[src/rtl/byte_serial_adder.sv]
module byte_serial_adder #(
  parameter int BYTE_W = 8,
  parameter int LEN_W  = 8
) (
  input  logic              clk,
  input  logic              rst_n,
  input  logic              start_i,
  input  logic [LEN_W-1:0]  len_i,
  input  logic              carry_in_i,
  input  logic              a_valid_i,
  input  logic [BYTE_W-1:0] a_byte_i,
  input  logic [BYTE_W-1:0] b_byte_i,
  output logic              busy_o,
  output logic              res_valid_o,
  output logic [BYTE_W-1:0] res_byte_o,
  output logic              done_o,
  output logic              carry_o,
  output logic              ovf_o,
  output logic              sign_o
);
  localparam int TOP = BYTE_W - 1;

  logic             busy_q;
  logic [LEN_W-1:0] left_q;
  logic             cy_q;

  wire kick  = !busy_q && start_i;
  wire empty = kick && (len_i == '0);
  wire take  = busy_q && a_valid_i;
  wire last  = take && (left_q == LEN_W'(1));

  wire [BYTE_W:0] sum = {1'b0, a_byte_i} + {1'b0, b_byte_i} + {{BYTE_W{1'b0}}, cy_q};
  wire            ovf = (a_byte_i[TOP] == b_byte_i[TOP]) && (sum[TOP] != a_byte_i[TOP]);

  always_ff @(posedge clk) begin
    if (!rst_n) begin
      busy_q      <= 1'b0;
      left_q      <= '0;
      cy_q        <= 1'b0;
      res_valid_o <= 1'b0;
      res_byte_o  <= '0;
      done_o      <= 1'b0;
      carry_o     <= 1'b0;
      ovf_o       <= 1'b0;
      sign_o      <= 1'b0;
    end else begin
      res_valid_o <= take;
      done_o      <= last || empty;
      if (take) begin
        res_byte_o <= sum[BYTE_W-1:0];
        cy_q       <= sum[BYTE_W];
        left_q     <= left_q - LEN_W'(1);
      end
      if (kick) begin
        busy_q <= !empty;
        left_q <= len_i;
        cy_q   <= carry_in_i;
      end else if (last) begin
        busy_q <= 1'b0;
      end
      if (last) begin
        carry_o <= sum[BYTE_W];
        sign_o  <= sum[TOP];
        ovf_o   <= ovf;
      end else if (empty) begin
        carry_o <= 1'b0;
        sign_o  <= 1'b0;
        ovf_o   <= 1'b0;
      end
    end
  end

  assign busy_o = busy_q;
endmodule


[config.mk]
export PLATFORM = sky130hd
export DESIGN_NAME = byte_serial_adder
export DESIGN_NICKNAME = d
export VERILOG_FILES = /design/src/rtl/byte_serial_adder.sv
export SDC_FILE = /design/constraint.sdc
export NUM_CORES = 1
export LEC_CHECK = 0
export ABC_AREA = 1
export ABC_CLOCK_PERIOD_IN_PS = 2190
export BUFFER_PORTS_ARGS = -buffer_cell sky130_fd_sc_hd__buf_2
export CORE_UTILIZATION = 37
export CTS_CLUSTER_SIZE = 24
export DETAILED_ROUTE_END_ITERATION = 6
export GPL_ROUTABILITY_DRIVEN = 0
export SLEW_MARGIN = 20
export SYNTH_ARGS = -nofsm -noshare
export SYNTH_HDL_FRONTEND = slang
export SYNTH_SLANG_ARGS = --single-unit
[constraint.sdc]
create_clock -name clk -period 2.19 [get_ports clk]
set_clock_uncertainty 0.15 [all_clocks]
set_input_delay 0.219 -clock clk [delete_from_list [all_inputs] [get_ports clk]]
set_output_delay 0.219 -clock clk [all_outputs]
set_load 0.1 [all_outputs]
# [Yosys cells after proc, flatten, opt, wreduce, memory -nomap -nowiden]
# Index checks and enable logic that the tools add are counted.
# Widths: inputs -> output; s select.
[op_classes] addsub=3 n_eq_ne=3 mux=10 n_reduce_logical=12
[ops] cell="$mux 8" count=2
[ops] cell="$add 8x8->9" count=1
[ops] cell="$add 9x1->9" count=1
[ops] cell="$eq 8x1->1 const B" count=1
[ops] cell="$logic_not 8->1" count=1
[ops] cell="$mux 1" count=8
[ops] cell="$sub 8x1->8 const B" count=1
[ops] cell="$reduce_bool 2->1" count=3
[ops] cell="$logic_and 1x1->1" count=5
[ops] cell="$logic_not 1->1" count=2
[ops] cell="$eq 1x1->1" count=1
[ops] cell="$logic_or 1x1->1" count=1
[ops] cell="$ne 1x1->1" count=1
[word_totals] reg_bits=23 input_bits=29 out_inout_bits=14 word_cells=37

# [Depth between registers and ports, before layout]
[depth] ltp_word=5 mapped_depth=12 mapped_depth_nobuf=12

# [Least setup slack after synthesis]
# No wires, ideal clock.
[synth_timing] kind="register to register" from="register busy_q (netlist: busy_o)" to="register res_byte_o[6]" setup_time_ns=0.109 arrival_time_ns=1.726 t_required_ns=1.931 slack_ns=0.206 path_stages_with_launch=8 n_path_buf=2 synth_period_minus_slack_ns=1.984 cell_sequence="dfxtp_1 nand2_4 inv_2 buf_6 buf_8 nand3_1 nand2_1 inv_1"
[synth_via] elab_chain_cells=1
[synth_lines] element="start, declared" line="23" rtl="logic busy_q;"
[synth_lines] element="start signal, assigned" line="55" rtl="busy_q <= !empty;"
[synth_lines] element="$logic_and 1x1->1" line="29" rtl="wire take = busy_q && a_valid_i;"
[synth_lines] element="end signal, assigned" line="50" rtl="res_byte_o <= sum[BYTE_W-1:0];"
[synth_lines] element="end, declared" line="15" rtl="output logic [BYTE_W-1:0] res_byte_o,"
# No other way between the ends.
# A chain may end at the register's enable or synchronous reset.

# [Worst setup path in the final report]
[layout_timing] from="register cy_q" to="register cy_q"
[layout_via] elab_chain_cells=3
[layout_lines] element="start, declared" line="25" rtl="logic cy_q;"
[layout_lines] element="start signal, assigned" line="51" rtl="cy_q <= sum[BYTE_W];"
[layout_lines] element="start signal, assigned" line="57" rtl="cy_q <= carry_in_i;"
[layout_lines] element="$add 9x1->9" line="32" rtl="wire [BYTE_W:0] sum = {1'b0, a_byte_i} + {1'b0, b_byte_i} + {{BYTE_W{1'b0}}, cy_q};"
[layout_lines] element="$mux 1" line="49" rtl="if (take) begin"
[layout_lines] element="$mux 1" line="54" rtl="if (kick) begin"
# No other way between the ends. The select of a mux whose other input is x is not followed.

==> results.toml <==
[run_status]
run_status = "finished, final reports clean"

[yosys]
synthXorXnorAreaFrac_pct = 2.84
synth-warning-count = 0
yosysSeqAreaShare_pct = 29.9
count_of_cell_types_in_the_netlist = 32
postSynthNetCount = 259
combinational_family_with_the_most_area_after_synthesis = "simple AND/OR/NAND/NOR gates"
synth.ff_latch_count = 23
summed_instance_area_of_the_synthesized_netlist_sq_um = 1540
synth_fa_ha_area_share_pct = 9.90
postSynthCellCount = 219
synth_compound_gate_area_share_pct = 12.9
yosys.area_share.simple_pct = 33.4
syn_avg_cell_area_sq_um = 7.04
multiplexer_fraction_of_the_synthesized_cell_area_pct = 0

[die]
initial_utilization_pct = 38.5
placement_rows = 23
boundaryPins = 43
dieArea_sq_um = 4430
die_h_um = 66.5
floorplan.die.width_um = 66.5
core_area_sq_um = 4000

[clock_tree]
cts_max_path_buffers = 2
post-cts-setup-buffer-count = 0
worst_skew_pair.late_latency_ps = 270
cts-root-buf = "sky130_fd_sc_hd__clkbuf_8"
h_tree_level_count = 1
clock-sinks = 23
inserted_clock_buffers = 3
postCtsHoldBufs = 0
cts.reportedPaths.clkPinSlew_ps = 90
count_of_instances_resized_after_the_clock_tree_is_built = 0
tritoncts = "yes"

[power]
cellPowerDensity_nw_per_um2 = 628
vdd.ir_drop.worst_v = 0.000235
power.static_leakage_nw = 0.955

[worst_setup_path]
crit_fanout = 3
timing.reg2reg.setup_slack_ps = 390
timing.setup.critical_path_class = "flop to flop"
max_stage_delay_ps = 420
rr_worst_depth = 10
reg2reg_from = "cy_q"
timing.critical_path.required_ps = 2210
worst_setup_path_startpoint = "cy_q"
worst_setup_path_end_kind = "flop"
critical_path.slowest_cell = "sky130_fd_sc_hd__fa_1"
arrival_ps = 1820
crit_path_cell_trace = "inv_1, fa_1, inv_1, fa_1, nand3_1, nand2_1, nand2_1, nand3_1, a21oi_1, nor2_1"
critPathCapture = "cy_q"
start_kind = "flop"
crit-reg2reg-capture = "cy_q"

[cells_and_area]
seq_area_sq_um = 460
multiInputGateArea_sq_um = 910
final_net_count = 303
area_growth_pct = 19.0
drive_above_1_share_pct = 25.6
diodes = 0
finalInstanceArea_sq_um = 1830
final.fill_count = 444

[place]
detailed_place_hpwl_um = 2610
placed_instance_area_sq_um = 1790
port_buffers = 42

[detailed_routing]
wl_per_cell_um = 10.7
first_iter_violations = 79
remaining_antenna_violation_count = 0
total_number_of_vias = 1464
drt_pre_antenna_iters = 4
route.detailed.drc = 0
via_per_inst = 4.69
routed_wl_um = 3350

[sta]
setup-tns-final_ps = 0
post-route-min-period_ps = 1800
grt_setup_unrepaired = "no"
relSlewSlack_pct = 67.6
finalSetupViolCount = 0
worst-slew-pin-transition_ps = 490
finalCritPeriodShare_pct = 82.2
max_freq_mhz = 556
finalMaxSlewViolations = 0
timing_hold_violations_final = 0

[global_routing]
first_global_vias = 1263
globalRoute.totalOverflow = 0
antenna_found_initial = 0
grt_usage_pct = 16.0
grt_first_pass_wirelength_um = 5420
maximum_number_of_pins_on_one_net_before_global_route_repair = 21

[flow_run]
drv_cap = 0

[worst_hold_path]
hold_class = "input pin to flop"
hold_path_startpoint = "len_i[6]"
## registers in the layout, summed over array words and instances, names as in the netlist
signal       flops
sign_o           1
res_valid_o      1
done_o           1
left_q           8
cy_q             1
busy_o           1
res_byte_o       8
ovf_o            1
carry_o          1
## per-layer routing
metal | vias up | global-route usage, % | wire, um
li1 | 791 | - | -
met1 | 632 | 19.3 | 1580
met2 | 37 | 28.4 | 1580
met3 | 4 | 3.60 | 161
met4 | 0 | 3.46 | 25
met5 | - | 0 | 0
## logic make-up (layout without fill, tap and decap cells)
family	Yosys count	after routing
simple gates	106	106
buf+inv	40	83
compound gates	34	34
fa+ha+maj	11	11
flops	23	23
xor+xnor	5	5
## critical path, delay by kind of cell (launching register included)
| kind | cells | cell delay (ps) |
|---|---|---|
| DFF | 1 | 310 |
| and+or+nand+nor | 5 | 390 |
| AOI/OAI and AO/OA | 1 | 140 |
| adders and majority gates | 2 | 580 |
| buffers and inverters | 2 | 140 |
## cell usage in the layout (no fill, tap or decap), types with 2 or more instances in the layout
| cell type | Yosys | final |
|---|---|---|
| sky130_fd_sc_hd__a21oi_1 | 13 | 13 |
| sky130_fd_sc_hd__xor2_1 | 3 | 3 |
| sky130_fd_sc_hd__o22ai_1 | 2 | 2 |
| sky130_fd_sc_hd__ha_1 | 9 | 9 |
| sky130_fd_sc_hd__o211ai_1 | 3 | 3 |
| sky130_fd_sc_hd__nor2_4 | 5 | 5 |
| sky130_fd_sc_hd__fa_1 | 2 | 2 |
| sky130_fd_sc_hd__inv_2 | 5 | 5 |
| sky130_fd_sc_hd__nand2_1 | 43 | 43 |
| sky130_fd_sc_hd__inv_1 | 31 | 31 |
| sky130_fd_sc_hd__nand3_1 | 19 | 19 |
| sky130_fd_sc_hd__xnor2_1 | 2 | 2 |
| sky130_fd_sc_hd__nand2_4 | 2 | 2 |
| sky130_fd_sc_hd__nand4_1 | 5 | 5 |
| sky130_fd_sc_hd__buf_2 | 2 | 42 |
| sky130_fd_sc_hd__dfxtp_1 | 23 | 23 |
| sky130_fd_sc_hd__clkbuf_8 | 0 | 3 |
| sky130_fd_sc_hd__nand2_2 | 3 | 3 |
| sky130_fd_sc_hd__nor2_1 | 23 | 23 |
| sky130_fd_sc_hd__o21ai_0 | 11 | 11 |
## how the worst min path moves through the flow
stage | endpoint | slack [ps] | cells past startpoint
finish | left_q[6] | 60 | 3
global route | left_q[6] | 60 | 3
CTS | left_q[6] | 60 | 3
detailed placement | res_byte_o[1] | 330 | 2
global placement | res_byte_o[1] | 310 | 2
floorplan | left_q[6] | 230 | 2
## Yosys cell counts (all sizes together)
cell     n  area share (%)
a22o     1            0.57
a31oi    1            0.81
xnor2    2             1.1
fa       2             2.6
ha       9             7.3
nand3b   1            0.49
nand2b   1            0.41
or2      2            0.81
nor2    29             9.7
inv     36             8.8
a221oi   1            0.57
nand2   48              13
nand3   20             6.8
buf      4             2.4
nand4    5             2.0
o211ai   3             1.5
xor2     3             1.7
dfxtp   23              30
o22ai    2            0.81
a21oi   14             4.8
o21ai   12             3.9
## power breakdown
part | internal (mW) | total [mW] | switching (mW)
Clock | 0.129 | 0.282 | 0.153
Combinational | 0.127 | 0.401 | 0.274
Sequential | 0.446 | 0.468 | 0.0211
## stage by stage
stage	setup WS [ps]	total power [mW]	hold slack, ps	utilization [%]	cells
4_1_cts	382	1.17	58.3	45.9	312
3_3_place_gp	416	0.878	313	44.6	308
3_5_place_dp	387	0.880	325	44.6	308
6_report	391	1.15	63.6	45.9	312
2_1_floorplan	206	0.796	230	-	219
5_1_grt	271	1.22	60.9	45.9	312
## area by class of cell
cell class	instances	share of cell area (%)
Sequential cell	23	25.1
Inverter	36	7.37
Tap cell	50	3.41
Multi-Input combinational cell	156	49.6
Timing Repair Buffer	43	11.9
Clock buffer	3	2.25
Clock inverter	1	0.409
Note: power is estimated with default switching activity, not from simulation.
